<file path="config.mk">
export PLATFORM = sky130hd
export DESIGN_NAME = smpl_fetch_ctrl
export DESIGN_NICKNAME = d
export VERILOG_FILES = /design/src/rtl/sf_pkg.sv /design/src/rtl/sf_rd_port.sv /design/src/rtl/sf_walker.sv /design/src/rtl/sf_byte_buf.sv /design/src/rtl/smpl_fetch_ctrl.sv
export SDC_FILE = /design/constraint.sdc
export NUM_CORES = 1
export LEC_CHECK = 0
export BUFFER_PORTS_ARGS = -buffer_cell sky130_fd_sc_hd__buf_2
export CORE_MARGIN = 1.5
export CORE_UTILIZATION = 27
export CTS_BUF_LIST = sky130_fd_sc_hd__clkbuf_8
export DETAILED_ROUTE_END_ITERATION = 8
export GPL_TIMING_DRIVEN = 0
export PLACE_DENSITY_LB_ADDON = 0.08
export SYNTH_ARGS = -nofsm -noshare
export SYNTH_HDL_FRONTEND = slang
export SYNTH_HIERARCHICAL = 1
export SYNTH_SLANG_ARGS = --single-unit
</file>
<file path="constraint.sdc">
create_clock -name clk -period 4.4 [get_ports clk]
set_input_delay 0.88 -clock clk [delete_from_list [all_inputs] [get_ports clk]]
set_output_delay 0.88 -clock clk [all_outputs]
set_load 0.03 [all_outputs]
</file>
<file path="src/rtl/sf_pkg.sv">
package sf_pkg;
  localparam int EN_BIT = 4;

  typedef enum logic [1:0] {
    EN_IDLE = 2'd0,
    EN_HALT = 2'd1,
    EN_KICK = 2'd2
  } en_op_e;

  typedef struct packed {
    logic loop;
    logic irq_en;
  } sf_cfg_t;
endpackage

</file>
<file path="src/rtl/sf_rd_port.sv">
module sf_rd_port #(
  parameter int ADDR_W = 16,
  parameter int CNT_W  = 13
) (
  input  logic              clk,
  input  logic              rst_n,
  input  logic              buf_full,
  input  logic [CNT_W-1:0]  bytes_left,
  input  logic              halt,
  input  logic [ADDR_W-1:0] cur_addr,
  input  logic              mem_ack,
  output logic              mem_req,
  output logic [ADDR_W-1:0] mem_addr,
  output logic              fill,
  output logic              counted
);
  logic pend_q, stale_q;
  logic [ADDR_W-1:0] addr_q;

  always_ff @(posedge clk) begin
    if (!rst_n) begin
      pend_q  <= 1'b0;
      stale_q <= 1'b0;
      addr_q  <= '0;
    end else if (pend_q && mem_ack) begin
      pend_q  <= 1'b0;
      stale_q <= 1'b0;
    end else if (pend_q) begin
      if (halt) stale_q <= 1'b1;
    end else if (!buf_full && (bytes_left != '0)) begin
      pend_q  <= 1'b1;
      addr_q  <= cur_addr;
      stale_q <= halt;
    end
  end

  assign mem_req  = pend_q;
  assign mem_addr = addr_q;
  assign fill     = pend_q & mem_ack;
  assign counted  = fill & ~stale_q;
endmodule

</file>
<file path="src/rtl/sf_walker.sv">
module sf_walker
  import sf_pkg::*;
#(
  parameter int              ADDR_W    = 16,
  parameter int              CNT_W     = 13,
  parameter logic [ADDR_W-1:0] WRAP_ADDR = 16'h8000
) (
  input  logic              clk,
  input  logic              rst_n,
  input  logic              counted,
  input  logic              loop_en,
  input  en_op_e            en_op,
  input  logic [ADDR_W-1:0] start_addr,
  input  logic [CNT_W-1:0]  start_len,
  output logic [ADDR_W-1:0] cur_addr,
  output logic [CNT_W-1:0]  bytes_left,
  output logic              end_evt
);
  logic [ADDR_W-1:0] addr_q, addr_d;
  logic [CNT_W-1:0]  cnt_q, cnt_d;

  always_comb begin
    addr_d  = addr_q;
    cnt_d   = cnt_q;
    end_evt = 1'b0;
    if (counted && (cnt_q != '0)) begin
      addr_d = (addr_q == '1) ? WRAP_ADDR : addr_q + 1'b1;
      if (cnt_q == CNT_W'(1)) begin
        if (loop_en) begin
          addr_d = start_addr;
          cnt_d  = start_len;
        end else begin
          cnt_d   = '0;
          end_evt = 1'b1;
        end
      end else begin
        cnt_d = cnt_q - 1'b1;
      end
    end
    if (en_op == EN_HALT) begin
      cnt_d = '0;
    end else if ((en_op == EN_KICK) && (cnt_d == '0)) begin
      addr_d = start_addr;
      cnt_d  = start_len;
    end
  end

  always_ff @(posedge clk) begin
    if (!rst_n) begin
      addr_q <= '0;
      cnt_q  <= '0;
    end else begin
      addr_q <= addr_d;
      cnt_q  <= cnt_d;
    end
  end

  assign cur_addr   = addr_q;
  assign bytes_left = cnt_q;
endmodule

</file>
<file path="src/rtl/sf_byte_buf.sv">
module sf_byte_buf #(
  parameter int DATA_W = 8
) (
  input  logic              clk,
  input  logic              rst_n,
  input  logic              fill,
  input  logic [DATA_W-1:0] fill_data,
  input  logic              take_rdy,
  output logic              valid,
  output logic [DATA_W-1:0] data
);
  logic              full_q;
  logic [DATA_W-1:0] data_q;

  always_ff @(posedge clk) begin
    if (!rst_n) begin
      full_q <= 1'b0;
      data_q <= '0;
    end else begin
      full_q <= fill | (full_q & ~take_rdy);
      if (fill) data_q <= fill_data;
    end
  end

  assign valid = full_q;
  assign data  = data_q;
endmodule

</file>
<file path="src/rtl/smpl_fetch_ctrl.sv">
module smpl_fetch_ctrl
  import sf_pkg::*;
#(
  parameter int                ADDR_W     = 16,
  parameter int                DATA_W     = 8,
  parameter int                REG_W      = 8,
  parameter int                ADDR_SHIFT = 6,
  parameter int                LEN_SHIFT  = 4,
  parameter logic [ADDR_W-1:0] BASE_ADDR  = 16'hC000,
  parameter logic [ADDR_W-1:0] WRAP_ADDR  = 16'h8000
) (
  input  logic              clk,
  input  logic              rst_n,
  input  logic              cfg_we,
  input  logic              cfg_loop,
  input  logic              cfg_irq_en,
  input  logic              adr_we,
  input  logic [REG_W-1:0]  adr_val,
  input  logic              len_we,
  input  logic [REG_W-1:0]  len_val,
  input  logic              en_we,
  input  logic [7:0]        en_wdata,
  output logic              mem_req,
  output logic [ADDR_W-1:0] mem_addr,
  input  logic              mem_ack,
  input  logic [DATA_W-1:0] mem_rdata,
  output logic              smp_valid,
  output logic [DATA_W-1:0] smp_data,
  input  logic              smp_ready,
  output logic              active,
  output logic              irq
);
  localparam int CNT_W = REG_W + LEN_SHIFT + 1;

  sf_cfg_t           cfg_q;
  logic [REG_W-1:0]  adr_q, len_q;
  logic              irq_q;
  logic [ADDR_W-1:0] start_addr, cur_addr;
  logic [CNT_W-1:0]  start_len, bytes_left;
  logic              fill, counted, end_evt, irq_en_eff;
  en_op_e            en_op;

  always_ff @(posedge clk) begin
    if (!rst_n) begin
      cfg_q <= '0;
      adr_q <= '0;
      len_q <= '0;
    end else begin
      if (cfg_we) begin
        cfg_q.loop   <= cfg_loop;
        cfg_q.irq_en <= cfg_irq_en;
      end
      if (adr_we) adr_q <= adr_val;
      if (len_we) len_q <= len_val;
    end
  end

  assign start_addr = BASE_ADDR + (ADDR_W'(adr_q) << ADDR_SHIFT);
  assign start_len  = (CNT_W'(len_q) << LEN_SHIFT) + CNT_W'(1);

  always_comb begin
    if (!en_we)                en_op = EN_IDLE;
    else if (en_wdata[EN_BIT]) en_op = EN_KICK;
    else                       en_op = EN_HALT;
  end

  sf_rd_port #(.ADDR_W(ADDR_W), .CNT_W(CNT_W)) u_rd (
    .clk(clk), .rst_n(rst_n), .buf_full(smp_valid), .bytes_left(bytes_left),
    .halt(en_op == EN_HALT), .cur_addr(cur_addr), .mem_ack(mem_ack),
    .mem_req(mem_req), .mem_addr(mem_addr), .fill(fill), .counted(counted)
  );

  sf_walker #(.ADDR_W(ADDR_W), .CNT_W(CNT_W), .WRAP_ADDR(WRAP_ADDR)) u_walk (
    .clk(clk), .rst_n(rst_n), .counted(counted), .loop_en(cfg_q.loop),
    .en_op(en_op), .start_addr(start_addr), .start_len(start_len),
    .cur_addr(cur_addr), .bytes_left(bytes_left), .end_evt(end_evt)
  );

  sf_byte_buf #(.DATA_W(DATA_W)) u_buf (
    .clk(clk), .rst_n(rst_n), .fill(fill), .fill_data(mem_rdata),
    .take_rdy(smp_ready), .valid(smp_valid), .data(smp_data)
  );

  assign irq_en_eff = cfg_we ? cfg_irq_en : cfg_q.irq_en;

  always_ff @(posedge clk) begin
    if (!rst_n)                          irq_q <= 1'b0;
    else if (end_evt && irq_en_eff)      irq_q <= 1'b1;
    else if (en_we || (cfg_we && !cfg_irq_en)) irq_q <= 1'b0;
  end

  assign irq    = irq_q;
  assign active = (bytes_left != '0);
endmodule

</file>
==> metrics.yaml, run 1 <==
crit_arrival_ns: 3.90
rows: 45
dominantRegCellSynth: "dfxtp_1"
crit_chain: "inv_1 -> ha_1 -> or3b_1 -> o41a_4 -> buf_6 -> nand4_1 -> o211ai_1 -> nor4_2 -> and4bb_1 -> buf_6 -> buf_12 -> buf_12 -> nand2_2 -> a21oi_2"
netlist_instances: 497
max_slew.worst_pin.slew_ns: 0.670
yosys.area_share.xor_xnor: 0
dp_hpwl_um: 9230
status: "complete, no violations"
min_period_ns: 3.60
insertion_delay_ns: 0.36
syn_area_um2: 4160
track_usage: 0.163
syn2layout_area_growth_pct: 20.5
hold_violations: 0
setup_viol: 0
fill_cells: 1665
cts_buffers: 9
grt_pass1_wl_um: 20300
grt_overflow_total: 0
avgSynthCellArea_um2: 8.36
drive_gt1_frac: 0.193
dr.first_iter.drc_count: 117
antenna_left: 0
synth-edff-count: 0
drv_slew: 0
fp.dieH_um: 127
intPower_mw: 2.11
max_freq_mhz: 278
critPathBufInv: 5
synthAdderAreaFrac: 0.00903
place_inst: 767
pwr-share-seq: 0.257
drt-total-wl_um: 12600
critPathRequiredTime_ns: 4.70
hold_start: "u_rd/mem_addr[8]"
grt_max_degree: 20
slew_headroom: 0.554
synthTopCellsByArea: "dfxtp_1 36%, mux2i_1 13%, nand2_1 6.4%"
min_path_cells: 2
cpPeakStageDelay_ns: 0.55
slowest_stage: "o41a_4"
regToRegSetupSlack_ns: 0.80
cp-end-kind: "flop"
r2r-end: "u_walk/bytes_left[4]"
rsz0062_at_grt: "false"
leakagePower_nw: 1.99
instances_no_fill: 783
finClkSkew_ns: 0.00799
gp_congestion: 0.871
min_to: "u_rd/mem_addr[8]"
r2r_cells: 14
first_global_vias: 3768
regArea_um2: 1500
h-tree-depth: 3
wl_per_cell_um: 16.0
final_net_count: 635
cts_resized: 0
ir_drop_uv: 280
synth_simple_gate_area_frac: 0.263
power_mw: 3.87
p_switching_mw: 1.75
antenna_found_initial: 0
start_util: 0.275
synth_top_area_share: 0.361
die-area_um2: 16100
tns_ns: 0
reg2reg_from: "u_walk/bytes_left[0]"
synthArstFlopShare: 0
post-route-period-util: 0.818
io_pins: 70
yosysTopAreaCell: "dfxtp_1"
switching_share: 0.453
yosysUniqueCellTypes: 63
maxCapViolations: 0
coreArea_um2: 15100
via_per_inst: 4.89
clkPwrFrac: 0.165
ys_ff_latch: 75
post_cts_buffers: 0
startpoint_type: "flop"
comb_power_share: 0.578
cp_max_fo: 10
cts_tree: "built"
yosysMostFrequentCell: "dfxtp_1"
drc: 0
p_per_area_nw_per_um2: 772
io_buffers: 60
chipWidth_um: 127
antenna_cells: 0
cts_root_buf: "clkbuf_8"
ys_top_cells_by_count: "75 x dfxtp_1, 71 x nand2_1, 53 x mux2i_1"
drt_first_pass_iters: 4
synth_top_family_by_area: "simple AND/OR/NAND/NOR gates"
hold_path_class: "reg -> reg"
clk_path_buf_depth: 2
yosysSeqAreaShare: 0.361
path_clk_slew_ns: 0.08
critical_path_class: "reg -> reg"
vias: 3826
synth.area.mux_share: 0.130
cts_hold_buf: 0
yosysWarningCount: 6
cts_sinks: 75
crit_family: "simple AND/OR/NAND/NOR gates"
synth_compound_area_frac: 0.175
fin_hold_ws_ns: 0.461
multi_input_area_um2: 2490
==> final cells by class <==
class / instances / share of cell area
buffer: 29 / 0.0392
clock buffer: 9 / 0.0247
sequential: 75 / 0.300
inverter: 13 / 0.00975
multi-input combinational: 402 / 0.498
tap: 188 / 0.0470
clock inverter: 7 / 0.0220
timing repair buffer: 60 / 0.0600
==> worst max path at each step <==
| stage | start | end | slack, ns | cells after the start |
|---|---|---|---|---|
| after detailed placement | u_walk/bytes_left[0] | u_walk/bytes_left[4] | 0.83 | 14 |
| final | u_walk/bytes_left[0] | u_walk/bytes_left[4] | 0.80 | 14 |
| after CTS | u_walk/bytes_left[1] | u_walk/bytes_left[4] | 0.80 | 14 |
| after global routing | u_walk/bytes_left[1] | u_walk/bytes_left[11] | 0.61 | 14 |
| after floorplan | u_walk/bytes_left[0] | u_walk/cur_addr[12] | 1.36 | 13 |
| after global placement | u_walk/bytes_left[0] | u_walk/cur_addr[12] | 0.77 | 13 |
==> state kept, by name (all words and copies together), names as in the netlist, 2 cells and up <==
| name | cells |
|---|---|
| u_rd/mem_addr | 16 |
| u_walk/cur_addr | 16 |
| u_walk/bytes_left | 13 |
| adr_q | 8 |
| len_q | 8 |
| u_buf/data | 8 |
| cfg_q | 2 |
==> kinds of logic (layout without fill, tap and decap cells) <==
kind of cell | count (synthesis) | after routing
DFF | 75 | 75
muxes | 54 | 54
adders and majority gates | 3 | 3
other | 2 | 24
and+or+nand+nor | 216 | 216
buffers and inverters | 42 | 118
AOI/OAI and AO/OA | 105 | 105
==> power groups by stage <==
stage / Clock [mW] / Combinational (mW) / Sequential (mW)
CTS: 0.669 / 2.25 / 0.991
global placement: 0 / 2.22 / 1.01
global route: 0.696 / 2.43 / 1.01
finish: 0.639 / 2.24 / 0.992
detailed placement: 0 / 2.24 / 1.01
floorplan: 0 / 1.69 / 1.01
==> layout by cell type, fill, tap and decap left out, drive strengths merged, types with 6 or more instances in the layout <==
master	Yosys	final
a21boi	6	6
a21oi	35	35
a22oi	6	6
buf	14	74
clkbuf	15	24
conb	2	24
dfxtp	75	75
inv	13	16
mux2i	53	53
nand2	77	77
nand3	10	10
nand4	8	8
nor2	49	49
nor2b	19	19
nor3	13	13
nor4	15	15
o21ai	22	22
o22ai	10	10
==> through the flow <==
stage,area [um^2],worst slack (ns),utilization
after floorplan,4240,1.36,-
after global placement,4770,0.767,0.316
after detailed placement,4770,0.829,0.316
after CTS,5010,0.804,0.332
after global routing,5010,0.607,0.332
final,5010,0.803,0.332
==> worst min-delay path: stages, from the launching register on <==
cell     delay (ns)
dfxtp_1        0.31
nand2_1        0.05
mux2i_1        0.05
==> routing by layer <==
metal / part of all wire / vias up / global-route usage
li1: - / 1928 / -
met1: 0.46 / 1803 / 0.207
met2: 0.47 / 79 / 0.265
met3: 0.052 / 16 / 0.0406
met4: 0.020 / 0 / 0.0668
met5: 0 / - / 0
(Power assumes the default switching activity.)
==> run 2, diff against run 1 <==
--- a/config.mk
+++ b/config.mk
@@ -5,6 +5,7 @@
 export SDC_FILE = /design/constraint.sdc
 export NUM_CORES = 1
 export LEC_CHECK = 0
+export ABC_AREA = 1
 export BUFFER_PORTS_ARGS = -buffer_cell sky130_fd_sc_hd__buf_2
 export CORE_MARGIN = 1.5
 export CORE_UTILIZATION = 27
==> constraint.sdc (replaced) <==
create_clock -name clk -period 3.7 [get_ports clk]
set_input_delay 0.74 -clock clk [delete_from_list [all_inputs] [get_ports clk]]
set_output_delay 0.74 -clock clk [all_outputs]
set_load 0.03 [all_outputs]
==> run 2 against run 1 <==
Effect of this change:
- clock-buffer cell count is the same
- sequential share of layout area down 3.9 points
- worst hold slack better by 0.020 ns
- sequential power rose by 13%
- die area grew 17%
- setup slack improved by 0.12 ns
- cell count is 48% higher
- register-to-register slack better by 0.12 ns
- critical path depth increased by 3
- synthesized area up 18%
- sequential cell count is the same
- largest cell class unchanged
==> metrics.yaml, run 2 <==
rows: 49
drc: 0
p_per_area_nw_per_um2: 734
crit_start: "u_walk/bytes_left[0]"
grt_overflow_total: 0
status: "complete, no violations"
vias: 4979
dp_slack_ns: 0.753
yosysUniqueCellTypes: 39
hold_violations: 0
tns_ns: 0
final_common_cell: "nand2_1"
max_freq_mhz: 360
wl_per_cell_um: 12.7
gp_congestion: 0.805
cts_sinks: 75
fin_util: 0.323
r2r_cells: 17
yosysWarningCount: 6
synth-edff-count: 0
grt_pass1_wl_um: 23500
first_global_vias: 4485
start_util: 0.274
maxCapViolations: 0
synth_top_area_share: 0.307
final_cell_mix: "224 x nand2_1, 175 x nor2_1, 119 x inv_1"
synthArstFlopShare: 0
ys_ff_latch: 75
coreArea_um2: 17800
avgSynthCellArea_um2: 5.93
yosysSeqAreaShare: 0.307
cts_buffers: 9
io_pins: 70
crit_end: "u_walk/bytes_left[4]"
setup_viol: 0
cts_tree: "built"
fill_cells: 2030
leakagePower_nw: 2.93
drt-total-wl_um: 14700
fp.dieH_um: 138
cp-end-kind: "flop"
finClkSkew_ns: 0.0148
antenna_cells: 0
hold_path_class: "reg -> reg"
post-route-period-util: 0.750
yosysMostFrequentCell: "nand2_1"
syn2layout_area_growth_pct: 17.8
regArea_um2: 1500
drt_first_pass_iters: 5
critical_path_class: "reg -> reg"
io_buffers: 62
critPathRequiredTime_ns: 4.00
clk_path_buf_depth: 2
r2r-end: "u_walk/bytes_left[4]"
final_net_count: 967
chipWidth_um: 138
dr.first_iter.drc_count: 331
h-tree-depth: 3
drive_gt1_frac: 0.131
antenna_left: 0
via_per_inst: 4.31
multi_input_area_um2: 2820
die-area_um2: 18900
crit_arrival_ns: 3.07
cts_resized: 0
cts_hold_buf: 0
synthTopCellsByArea: "dfxtp_1 31%, nand2_1 17%, nor2_1 13%"
reg2reg_from: "u_walk/bytes_left[0]"
ir_drop_uv: 280
dominantRegCellSynth: "dfxtp_1"
slew_headroom: 0.591
dp_hpwl_um: 11500
path_clk_slew_ns: 0.09
ys_top_cells_by_count: "224 x nand2_1, 175 x nor2_1, 117 x inv_1"
antenna_found_initial: 0
insertion_delay_ns: 0.36
grt_max_degree: 14
min_period_ns: 2.78
track_usage: 0.163
power_mw: 4.23
syn_area_um2: 4890
post_cts_buffers: 0
yosysTopAreaCell: "dfxtp_1"
setup_slack_ns: 0.924
max_slew.worst_pin.slew_ns: 0.608
regToRegSetupSlack_ns: 0.92
cp_max_fo: 10
drv_slew: 0
cts_root_buf: "clkbuf_8"
netlist_instances: 825
startpoint_type: "flop"
rsz0062_at_grt: "false"
==> run 2: worst min-delay path by stage <==
stage / from / end / slack, ns / depth (start not counted)
after CTS: u_rd/stale_q / u_rd/stale_q / 0.47 / 2
after floorplan: u_rd/stale_q / u_rd/stale_q / 0.44 / 2
after global placement: u_rd/stale_q / u_rd/stale_q / 0.46 / 2
after detailed placement: irq / irq / 0.46 / 2
after global routing: u_rd/stale_q / u_rd/stale_q / 0.49 / 2
final: u_rd/stale_q / u_rd/stale_q / 0.48 / 2
==> run 2: metal layers <==
layer / routed length [um] / global-route usage / vias to the layer above
met5: 0 / 0 / -
met4: 148 / 0.0439 / 0
met3: 770 / 0.0269 / 8
met2: 5980 / 0.235 / 109
met1: 7810 / 0.246 / 2157
li1: - / - / 2705
==> run 2: layout make-up <==
type                            count  area share
Clock inverter                      6      0.0104
Timing Repair Buffer               62      0.0538
Inverter                          134      0.0873
Buffer                             23      0.0278
Clock buffer                        9      0.0215
Multi-Input combinational cell    617       0.489
Tap cell                          229      0.0497
Sequential cell                    75       0.261
==> run 2: report_power, final <==
part | total (mW) | leakage, nW | switching (mW) | internal, mW
registers | 1.12 | 0.616 | 0.159 | 0.964
logic | 2.47 | 2.21 | 1.65 | 0.819
clock network | 0.635 | 0.102 | 0.330 | 0.305
==> run 2: logic make-up (layout without fill, tap and decap cells) <==
kind of cell | after synthesis | count (layout) | share of synthesized area
AO/OA/AOI/OAI | 69 | 69 | 0.0772
XOR/XNOR | 6 | 6 | 0.0107
adder cells (fa/ha/maj) | 3 | 3 | 0.00767
buffers and inverters | 157 | 234 | 0.136
flip-flops | 75 | 75 | 0.307
other | 2 | 26 | 0.00154
AND/OR/NAND/NOR | 513 | 513 | 0.460
==> run 2: through the flow <==
stage | cell area, um^2 | hold slack (ns) | std cells
2_1_floorplan | 4980 | 0.442 | 849
3_5_place_dp | 5580 | 0.460 | 1140
3_3_place_gp | 5580 | 0.460 | 1140
4_1_cts | 5760 | 0.475 | 1155
5_1_grt | 5760 | 0.485 | 1155
6_report | 5760 | 0.480 | 1155
==> run 2: critical path, stage by stage, from the launching register on <==
cell and delay (ns):
dfxtp_1 0.43, inv_1 0.11, ha_1 0.27, nand2_2 0.14, nor2_2 0.08, a21oi_4 0.21
buf_6 0.18, nand2_1 0.06, inv_1 0.06, nand2_1 0.05, nand2_1 0.16, nand3_1 0.18
inv_1 0.09, nand2_1 0.08, nor2_4 0.24, buf_6 0.20, nor2_1 0.06, nor2_1 0.12
==> run 3, diff against run 2 <==
==> constraint.sdc (replaced) <==
create_clock -name clk -period 2.6 [get_ports clk]
set_input_delay 0.52 -clock clk [delete_from_list [all_inputs] [get_ports clk]]
set_output_delay 0.52 -clock clk [all_outputs]
set_load 0.03 [all_outputs]
==> run 3 against run 2 <==
Effect of this change:
- via count rose by 0.40%
- fmax rose by 15%
- total power rose by 48%
- core utilization rose by 0.88 points
- critical endpoint unchanged
- highest routed layer unchanged
==> metrics.yaml, run 3 (same netlist as run 2, synthesis figures left out) <==
cts_sinks: 75
wl_per_cell_um: 12.7
syn2layout_area_growth_pct: 21.0
final_common_cell: "nand2_1"
cp_max_fo: 10
dp_hpwl_um: 11500
h-tree-depth: 3
hold_start: "adr_val[4]"
die-area_um2: 18900
min_path_cells: 3
final_cell_mix: "221 x nand2_1, 172 x nor2_1, 118 x inv_1"
setup_slack_ns: 0.188
gp_congestion: 0.805
status: "complete, no violations"
insertion_delay_ns: 0.36
hold_violations: 0
max_freq_mhz: 415
crit_chain: "inv_1 -> ha_2 -> nand2_2 -> nor2_4 -> a21oi_4 -> buf_6 -> nand3_1 -> o21ai_1 -> nand2_1 -> inv_1 -> nand2_1 -> nor2_4 -> buf_6 -> nor2_1 -> nor2_1"
cts_hold_buf: 0
io_pins: 70
r2r-end: "u_walk/bytes_left[4]"
finClkSkew_ns: 0.0155
startpoint_type: "flop"
maxCapViolations: 0
min_to: "adr_q[4]"
grt_pass1_wl_um: 23600
antenna_left: 0
drc: 0
final_net_count: 978
power_mw: 6.26
post-route-period-util: 0.928
leakagePower_nw: 3.00
critical_path_class: "reg -> reg"
hold_path_class: "in -> reg"
slowest_stage: "dfxtp_4"
dp_slack_ns: -0.179
crit_family: "simple AND/OR/NAND/NOR gates"
start_util: 0.274
clk_path_buf_depth: 2
drt_first_pass_iters: 5
path_clk_slew_ns: 0.09
ir_drop_uv: 398
drv_slew: 0
pwr-share-seq: 0.256
drt-total-wl_um: 14800
crit_arrival_ns: 2.70
cpPeakStageDelay_ns: 0.38
max_slew.worst_pin.slew_ns: 0.620
setup_viol: 0
io_buffers: 62
cts_tree: "built"
first_global_vias: 4512
via_per_inst: 4.29
switching_share: 0.499
cts_root_buf: "clkbuf_8"
fp.dieH_um: 138
critPathBufInv: 4
chipWidth_um: 138
intPower_mw: 3.14
regToRegSetupSlack_ns: 0.19
track_usage: 0.164
grt_overflow_total: 0
comb_power_share: 0.600
reg2reg_from: "u_walk/bytes_left[0]"
drive_gt1_frac: 0.158
antenna_cells: 0
rows: 49
min_period_ns: 2.41
antenna_found_initial: 0
fin_hold_ws_ns: 0.373
critPathRequiredTime_ns: 2.89
p_per_area_nw_per_um2: 1060
clkPwrFrac: 0.144
p_switching_mw: 3.13
grt_max_degree: 14
slew_headroom: 0.583
coreArea_um2: 17800
rsz0062_at_grt: "true"
r2r_cells: 15
vias: 4999
cts_buffers: 9
dr.first_iter.drc_count: 346
cp-end-kind: "flop"
[run 3: power groups by stage]
stage | clock network (mW) | logic, mW | registers [mW]
global route | 0.982 | 4.28 | 1.63
CTS | 0.944 | 3.64 | 1.60
finish | 0.901 | 3.76 | 1.60
floorplan | 0 | 2.55 | 1.75
detailed placement | 0 | 3.53 | 1.63
global placement | 0 | 3.58 | 1.63
[run 3: layer usage]
layer | vias up | track usage | wire, um
li1 | 2730 | - | -
met1 | 2144 | 0.247 | 7980
met2 | 114 | 0.235 | 5980
met3 | 11 | 0.0269 | 697
met4 | 0 | 0.0444 | 166
met5 | - | 0 | 0
[run 3: worst reg2reg max path, cell delays in order (launching register included)]
cell	delay (ns)
dfxtp_4	0.38
inv_1	0.07
ha_2	0.21
nand2_2	0.14
nor2_4	0.07
a21oi_4	0.23
buf_6	0.18
nand3_1	0.08
o21ai_1	0.18
nand2_1	0.17
inv_1	0.08
nand2_1	0.08
nor2_4	0.14
buf_6	0.16
nor2_1	0.06
nor2_1	0.13
[run 3: area by class of cell]
type,instances,area [um^2]
Timing Repair Buffer,73,393
Fill cell,2030,11900
Buffer,23,166
Sequential cell,75,1510
Clock buffer,9,124
Clock inverter,6,60.1
Multi-Input combinational cell,617,2870
Inverter,134,507
Tap cell,229,287
[run 3: worst max-delay path by stage]
stage,slack [ns],to,from,cells past startpoint
finish,0.19,u_walk/bytes_left[4],u_walk/bytes_left[0],15
detailed placement,-0.18,u_walk/bytes_left[4],u_walk/bytes_left[0],16
floorplan,0.45,u_walk/bytes_left[1],u_walk/bytes_left[0],16
CTS,0.005,u_walk/bytes_left[4],u_walk/bytes_left[1],17
global placement,-0.23,u_walk/bytes_left[4],u_walk/bytes_left[0],16
global route,-0.008,u_walk/cur_addr[7],u_walk/cur_addr[0],16
[run 3: repair_timing]
item | 4_1_cts | 5_1_grt
endpoints found under the hold margin | 0 | 0
gates resized for setup | 5 | 20
setup buffers | 2 | 9
setup endpoints to repair | 20 | 28
pin swaps | 2 | 5
[run 3: per-stage QoR]
stage          setup TNS [ns]  instance area, um^2   util  instances
2_1_floorplan               0                 4980      -        849
3_3_place_gp            -3.27                 5580  0.313       1140
3_5_place_dp            -2.46                 5580  0.313       1140
4_1_cts                     0                 5790  0.325       1157
5_1_grt               -0.0131                 5920  0.332       1166
6_report                    0                 5920  0.332       1166
